## src/rtl/sm_pkg.sv

```systemverilog
package sm_pkg;

    typedef enum logic [1:0] {
        ST_IDLE   = 2'd0,
        ST_EXEC   = 2'd1,
        ST_RECOMP = 2'd2,
        ST_FIN    = 2'd3
    } sm_state_e;

    typedef enum logic {
        PATH_ADD  = 1'b0,
        PATH_DIFF = 1'b1
    } sm_path_e;

    function automatic logic eff_sign(input logic sgn, input logic sub);
        return sgn ^ sub;
    endfunction

    function automatic sm_path_e path_of(input logic sa, input logic sb_eff);
        return (sa != sb_eff) ? PATH_DIFF : PATH_ADD;
    endfunction

endpackage

```

## src/rtl/sm_cpladd.sv

```systemverilog
module sm_cpladd #(
    parameter int W = 8
) (
    input  logic [W-1:0] add_a,
    input  logic [W-1:0] add_b,
    input  logic         inv_b,
    output logic [W-1:0] add_sum,
    output logic         add_cout
);
    localparam int WE = W + 1;

    logic [W-1:0]  b_sel;
    logic [WE-1:0] total;

    always_comb begin
        b_sel = inv_b ? ~add_b : add_b;
        total = {1'b0, add_a} + {1'b0, b_sel} + {{W{1'b0}}, inv_b};
    end

    assign add_sum  = total[W-1:0];
    assign add_cout = total[W];
endmodule

```

## src/rtl/sm_seq.sv

```systemverilog
module sm_seq
    import sm_pkg::*;
(
    input  logic      clk,
    input  logic      rst,
    input  logic      start,
    input  sm_path_e  path,
    input  logic      borrow_n,
    output sm_state_e state
);
    sm_state_e nxt;

    always_comb begin
        nxt = state;
        case (state)
            ST_IDLE:   if (start) nxt = ST_EXEC;
            ST_EXEC:   nxt = (path == PATH_DIFF && !borrow_n) ? ST_RECOMP : ST_FIN;
            ST_RECOMP: nxt = ST_FIN;
            ST_FIN:    nxt = ST_IDLE;
            default:   nxt = ST_IDLE;
        endcase
    end

    always_ff @(posedge clk) begin
        if (rst) state <= ST_IDLE;
        else     state <= nxt;
    end

    AST_RECOMP_THEN_FIN: assert property (@(posedge clk) disable iff (rst)
        state == ST_RECOMP |=> state == ST_FIN);
    AST_ADD_NO_RECOMP: assert property (@(posedge clk) disable iff (rst)
        (state == ST_EXEC && path == PATH_ADD) |=> state == ST_FIN);
endmodule

```

## src/rtl/sm_addsub.sv

```systemverilog
module sm_addsub
    import sm_pkg::*;
#(
    parameter int W = 8
) (
    input  logic         clk,
    input  logic         rst,
    input  logic         start,
    input  logic         op_sub,
    input  logic         a_sign,
    input  logic [W-1:0] a_mag,
    input  logic         b_sign,
    input  logic [W-1:0] b_mag,
    output logic         res_sign,
    output logic [W-1:0] res_mag,
    output logic         res_ovf,
    output logic         done
);
    localparam logic [W-1:0] MAG_ZERO = '0;

    sm_state_e    state;
    sm_path_e     path_q;
    logic         sa_q, sbe_q, wsign_q, e_q, wovf_q;
    logic [W-1:0] acc_q, bop_q;

    logic [W-1:0] x_a, x_b, x_sum;
    logic         x_inv, x_cout;

    // Operand steering for the shared adder: difference/sum in EXEC,
    // 0 + ~acc + 1 (two's complement) in RECOMP.
    always_comb begin
        x_a   = acc_q;
        x_b   = bop_q;
        x_inv = (path_q == PATH_DIFF);
        if (state == ST_RECOMP) begin
            x_a   = MAG_ZERO;
            x_b   = acc_q;
            x_inv = 1'b1;
        end
    end

    sm_cpladd #(.W(W)) u_add (
        .add_a   (x_a),
        .add_b   (x_b),
        .inv_b   (x_inv),
        .add_sum (x_sum),
        .add_cout(x_cout)
    );

    sm_seq u_seq (
        .clk     (clk),
        .rst     (rst),
        .start   (start),
        .path    (path_q),
        .borrow_n(x_cout),
        .state   (state)
    );

    always_ff @(posedge clk) begin
        if (rst) begin
            path_q  <= PATH_ADD;
            sa_q    <= 1'b0;
            sbe_q   <= 1'b0;
            wsign_q <= 1'b0;
            e_q     <= 1'b0;
            wovf_q  <= 1'b0;
            acc_q   <= MAG_ZERO;
            bop_q   <= MAG_ZERO;
        end else begin
            case (state)
                ST_IDLE: if (start) begin
                    sa_q   <= a_sign;
                    sbe_q  <= eff_sign(b_sign, op_sub);
                    path_q <= path_of(a_sign, eff_sign(b_sign, op_sub));
                    acc_q  <= a_mag;
                    bop_q  <= b_mag;
                end
                ST_EXEC: begin
                    acc_q   <= x_sum;
                    e_q     <= x_cout;
                    wsign_q <= sa_q;
                    wovf_q  <= (path_q == PATH_ADD) ? x_cout : 1'b0;
                end
                ST_RECOMP: begin
                    acc_q   <= x_sum;
                    wsign_q <= ~wsign_q;
                end
                default: ;
            endcase
        end
    end

    always_ff @(posedge clk) begin
        if (rst) begin
            res_sign <= 1'b0;
            res_mag  <= MAG_ZERO;
            res_ovf  <= 1'b0;
            done     <= 1'b0;
        end else begin
            done <= (state == ST_FIN);
            if (state == ST_FIN) begin
                res_mag  <= acc_q;
                res_ovf  <= wovf_q;
                res_sign <= (acc_q == MAG_ZERO && !wovf_q) ? 1'b0 : wsign_q;
            end
        end
    end

    AST_NO_NEG_ZERO: assert property (@(posedge clk) disable iff (rst)
        done |-> !(res_sign && res_mag == MAG_ZERO && !res_ovf));
    AST_DIFF_NO_OVF: assert property (@(posedge clk) disable iff (rst)
        (done && sa_q != sbe_q) |-> !res_ovf);
    AST_DONE_PULSE: assert property (@(posedge clk) disable iff (rst)
        done |=> !done);
    AST_HOLD_RESULT: assert property (@(posedge clk) disable iff (rst)
        !done |-> ($stable(res_mag) && $stable(res_sign) && $stable(res_ovf)));
    AST_BORROW_PATH: assert property (@(posedge clk) disable iff (rst)
        (state == ST_RECOMP) |-> (path_q == PATH_DIFF && !e_q));
endmodule

```

## config.mk

```make
export PLATFORM = sky130hd
export DESIGN_NAME = sm_addsub
export DESIGN_NICKNAME = d
export VERILOG_FILES = /design/src/rtl/sm_pkg.sv /design/src/rtl/sm_cpladd.sv /design/src/rtl/sm_seq.sv /design/src/rtl/sm_addsub.sv
export SDC_FILE = /design/constraint.sdc
export NUM_CORES = 1
export LEC_CHECK = 0
export ABC_CLOCK_PERIOD_IN_PS = 4100
export BUFFER_PORTS_ARGS = -buffer_cell sky130_fd_sc_hd__buf_2
export CORE_ASPECT_RATIO = 1.25
export CORE_MARGIN = 1.5
export CORE_UTILIZATION = 55
export DETAILED_ROUTE_END_ITERATION = 6
export PLACE_DENSITY = 0.78
export SLEW_MARGIN = 10
export SYNTH_ARGS = -nofsm -noshare
export SYNTH_HDL_FRONTEND = slang
export SYNTH_SLANG_ARGS = --single-unit
```

## constraint.sdc

```tcl
create_clock -name clk -period 4.1 [get_ports clk]
set_clock_uncertainty 0.05 [all_clocks]
set_input_delay 0 -clock clk [delete_from_list [all_inputs] [get_ports clk]]
set_output_delay 0 -clock clk [all_outputs]
set_load 0.01 [all_outputs]
```

; Word-level counts from Yosys, hierarchy flattened
; Index checks and enable logic that the tools add are counted.
[totals]
register_bits = 33
in_bits = 22
out_inout_bits = 11
wordCells = 45
[classes]
n_addsub = 2
n_eq_ne = 5
mux = 13
bitwise = 3
reduce_logical = 11
[ops]
columns = cell, n
row1 = $mux W8, 4
row2 = $pmux W8 S2, 1
row3 = $add A8 B8 Y9, 1
row4 = $add A9 B1 Y9, 1
row5 = $logic_not A8 Y1, 1
row6 = $not A8 Y8, 1
row7 = $pmux W2 S4, 1
row8 = $mux W1, 5
row9 = $eq A2 B2 Y1 const B, 2
row10 = $reduce_and A2 Y1, 2
row11 = $reduce_bool A2 Y1, 2
row12 = $eq A2 B1 Y1 const B, 1
row13 = $logic_and A1 B1 Y1, 2
row14 = $logic_not A1 Y1, 2
row15 = $logic_not A2 Y1, 1
row16 = $mux W2, 1
row17 = $ne A2 B2 Y1 const B, 1
row18 = $pmux W1 S2, 1
row19 = $reduce_or A2 Y1, 1
row20 = $ne A1 B1 Y1, 1
row21 = $not A1 Y1, 1
row22 = $xor A1 B1 Y1, 1

; Logic depth before layout (Yosys ltp)
[depth]
word_depth = 10
mapped_depth = 12
mapped_depth_nobuf = 11

; Cells and area by module
; Synthesis repeated with hierarchy kept, for this count alone.
[hier_totals]
cells_unflattened = 217
area_unflattened_um2 = 2029.4
[modules_own_cells]
columns = module, n_inst, cells_each, area_each_um2, seq_area_each_um2
row1 = sm_addsub, 1, 154, 1477.7, 620.6
row2 = sm_cpladd, 1, 48, 397.9, 0.0
row3 = sm_seq, 1, 15, 153.9, 40.0

; Worst setup path after synthesis
; No wires, ideal clock.
[synth_timing]
path_kind = reg2reg
start = register u_seq.state[0]
end = register acc_q[6]
setup_ps = 91
arrival_ps = 2400
required_time_ps = 3959
setup_slack_ps = 1559
path_stages_with_launch = 13
path_buffers = 2
synth_period_minus_slack_ps = 2541
cell_sequence = dfxtp_1 -> inv_1 -> ha_1 -> buf_6 -> clkbuf_1 -> nor2_1 -> a21oi_1 -> fa_1 -> a21o_1 -> a21oi_1 -> o21bai_1 -> mux2i_1 -> a311oi_1
[synth_via]
elab_chain_cells = 7
word_cells_on_any_way = 15
cone_classes = add/sub: 2 / eq/ne: 3 / mux: 5 / bitwise: 1 / reduce/logical: 4
[synth_lines]
columns = item, line_no
row1 = "start, declared", sm_seq.sv:9  ; output sm_state_e state
row2 = "start signal, assigned", sm_seq.sv:26  ; else state <= nxt;
row3 = $eq A2 B2 Y1, "sm_addsub.sv:35, sm_addsub.sv:70"
row4 = $mux W8, sm_addsub.sv:35  ; if (state == ST_RECOMP) begin
row5 = $not A8 Y8, sm_cpladd.sv:16  ; b_sel = inv_b ? ~add_b : add_b;
row6 = $mux W8, sm_cpladd.sv:16
row7 = $add A8 B8 Y9, sm_cpladd.sv:17  ; total = {1'b0, add_a} + {1'b0, b_sel} + {{W{1'b0}}, inv_b};
row8 = $add A9 B1 Y9, sm_cpladd.sv:17
row9 = $pmux W8 S2, sm_addsub.sv:70  ; case (state)
row10 = "end signal, assigned", sm_addsub.sv:75  ; acc_q <= a_mag;
row11 = "end signal, assigned", sm_addsub.sv:79  ; acc_q <= x_sum;
row12 = "end signal, assigned", sm_addsub.sv:85  ; acc_q <= x_sum;
row13 = "end, declared", sm_addsub.sv:24  ; logic [W-1:0] acc_q, bop_q;
; Parallel ways exist; a longest one is shown, timed or not.
; A chain may end at the register's enable or synchronous reset.

; Worst setup path in the final report
; Same ends and word-level chain as after synthesis.

==> results.tsv <==
stage	metric	value	unit
global_route	grt_pass1_vias	1675	
worst_hold_path	hp-start	a_mag[4]	
global_route	grt_remaining_overflow	0	
yosys	synth_ff_type	dfxtp_1	
timing	whs	0.00705	ns
critical_path	criticalPathCategory	flip-flop to flip-flop	
layout	fin_nets	313	
clocking	cts_setup_buffers	0	
detailed_routing	drt_iter0_markers	35	
timing	fmax	0.335	GHz
timing	period_share	72.9	%
clocking	cts.path.max_buffers	2	
yosys	synth_warnings	0	
critical_path	rrSetupSlack	1.11	ns
worst_hold_path	hold_depth	3	
die	fp.dieH	70.3	um
run_status	status	complete, no violations	
power	p_total	1.65	mW
layout	n_antenna_cell	0	
yosys	syn_area	0.00200	mm^2
die	ios	33	
detailed_routing	ant_nets	0	
power	p_leak	1.03	nW
die	coreArea	0.00348	mm^2
yosys	ys_seq_area_share	33.1	%
detailed_routing	vias_per_cell	5.48	
detailed_routing	vias	1747	
detailed_routing	wl	4200	um
layout	fin_area	0.00232	mm^2
yosys	synth_cells	244	
worst_hold_path	holdPathEnd	acc_q[4]	
clocking	clock-root-buffer	clkbuf_8	
detailed_routing	drt_pre_antenna_iters	4	
yosys	postSynthAreaPerCell	8.18	um^2
critical_path	cp-start-kind	flip-flop	
worst_hold_path	hp-class	primary input to flip-flop	
power	vdd_drop_max	0.437	mV
global_route	grt_usage	23.4	%
critical_path	worst_setup_path_end_kind	flip-flop	
timing	rsz0062_at_grt	false	
clocking	ctsResizeCount	0	
yosys	ys_seq_elements	33	
detailed_routing	post_drt_wl_per_cell	13.2	um
global_route	grt_antenna_before_repair	0	
power	cellPowerDensity	711	mW/mm^2
clocking	numClockSinks	33	
clocking	clk-insertion-delay-late	0.29	ns
clocking	numCtsBuffers	5	
placed_design	hpwl	2890	um
detailed_routing	route.detailed.drc	0	
die	die_w	56.9	um
layout	drive_above_1_share	17.1	%
global_route	grt_pass1_wl	7310	um
critical_path	cp.arrival	3.14	ns
critical_path	crit_fanout	26	
critical_path	reg2reg_depth	9	
timing	min_period	2.99	ns
yosys	syn-num-nets	278	
timing	tightest_slew	0.924	ns
global_route	grt_max_degree	36	
timing	final-setup-viol-count	0	
timing	setup-tns-final	0	ns
yosys	async_flop_share	0	%
layout	syn_to_final_growth	16.2	%
placed_design	io_buffers	32	
critical_path	worstPathRequired	4.25	ns
clocking	cts_tree	done	
timing	hold_viol	0	
die	dieArea	0.00400	mm^2
clocking	hold_buffers	10	
timing	slew-limit-headroom	38.0	%
placed_design	place_area	0.00212	mm^2
clocking	htreeDepth	2	
critical_path	timing.rr.end	acc_q[6]	
placed_design	gp_congestion	0.870	
clocking	clkTransAtPathRegs	0.07	ns
timing	slew_viol_final	0	
die	start_util	57.3	%
yosys	synth_cell_type_count	50	
critical_path	r2r-start	u_seq.state[0]	
run	max_cap_violations	0	
yosys	synth-edff-count	0	
die	row_count	24	
## worst max-delay path, cell delays in order (launching register included)
cell and delay, ns:
dfxtp_1 0.33, inv_1 0.12, ha_1 0.69, a21oi_1 0.25, fa_1 0.50, a21o_1 0.18
a21oi_1 0.28, o21bai_1 0.12, mux2i_1 0.13, a311oi_1 0.24
## how the worst max path moves through the flow
stage,start,to,slack [ns],depth (start not counted)
2_1_floorplan,u_seq.state[0],acc_q[6],1.56,12
3_3_place_gp,u_seq.state[0],acc_q[6],1.19,9
3_5_place_dp,u_seq.state[0],acc_q[6],1.12,9
4_1_cts,u_seq.state[0],acc_q[6],1.09,9
5_1_grt,u_seq.state[0],acc_q[6],0.83,9
6_report,u_seq.state[0],acc_q[6],1.11,9
## where the power goes
part	leakage [nW]	switching, mW	total [mW]	internal, mW
Combinational	0.709	0.514	0.905	0.391
Clock	0.0542	0.119	0.271	0.152
Sequential	0.270	0.0834	0.473	0.389
## flip-flops by register name, indices dropped and copies added, names as in the netlist
register / cells
acc_q: 8
bop_q: 8
res_mag: 8
u_seq.state: 2
done: 1
path_q: 1
res_ovf: 1
res_sign: 1
sa_q: 1
wovf_q: 1
wsign_q: 1
## cell usage after synthesis (3+ instances only)
library cell,instances,share of area [%]
clkbuf_1,8,1.5
inv_1,7,1.3
nand2_1,29,5.5
buf_6,3,1.7
mux2i_1,14,7.0
nor2b_1,9,2.8
o21ai_0,5,1.3
xor2_1,7,3.1
nor2_1,32,6.0
a21oi_1,27,6.8
nor3_1,3,0.75
a211oi_1,5,1.9
nand2b_1,4,1.3
ha_1,11,6.9
dfxtp_1,33,33
xnor2_1,5,2.2
## stage by stage
step                      worst slack, ns  std cells  utilization, %
final                                1.11        319            66.6
after floorplan                      1.56        244               -
after CTS                            1.09        319            66.6
after detailed placement             1.12        301            60.8
after global placement               1.19        301            60.8
after global routing                0.834        319            66.6
## layout by cell type, fill, tap and decap left out, types with 2 or more instances in the layout
master / synthesis / final
nor2_1: 32 / 32
a311oi_1: 2 / 2
nor4_1: 2 / 2
xnor2_1: 5 / 5
inv_1: 7 / 7
mux2_2: 2 / 2
dfxtp_1: 33 / 33
nand3_1: 2 / 2
or3_1: 2 / 2
dlygate4sd3_1: 0 / 10
clkbuf_8: 1 / 7
a211oi_1: 5 / 5
nor2b_1: 9 / 9
o21ai_0: 5 / 5
o21bai_1: 2 / 2
a21o_1: 2 / 2
mux2i_1: 14 / 14
buf_2: 2 / 32
nand2b_1: 4 / 4
ha_1: 11 / 11
nand2_1: 29 / 29
nor3_1: 3 / 3
xor2_1: 7 / 7
a21oi_1: 27 / 27
## final cells by class
class	count	area, um^2
clock buffer	7	96.3
clock inverter	1	5.00
fill	310	1160
inverter	7	26.3
multi-input combinational	190	1220
sequential	33	661
tap	39	48.8
timing repair buffer	42	260
## routing by layer
layer / up-vias / wire length, um / global-route usage [%]
met2: 48 / 2050 / 40.1
met3: 8 / 201 / 6.67
met5: - / 0 / 0
li1: 905 / - / -
met4: 0 / 85 / 8.79
met1: 786 / 1860 / 27.2
## kinds of logic after synthesis
family	synth area share [%]
flip-flops	33.1
adder cells (fa/ha/maj)	7.90
XOR/XNOR	5.27
multiplexers	8.15
AND/OR/NAND/NOR	22.2
AO/OA/AOI/OAI	17.7
buffers and inverters	5.71
No activity file was read; power rests on OpenSTA's default activity.
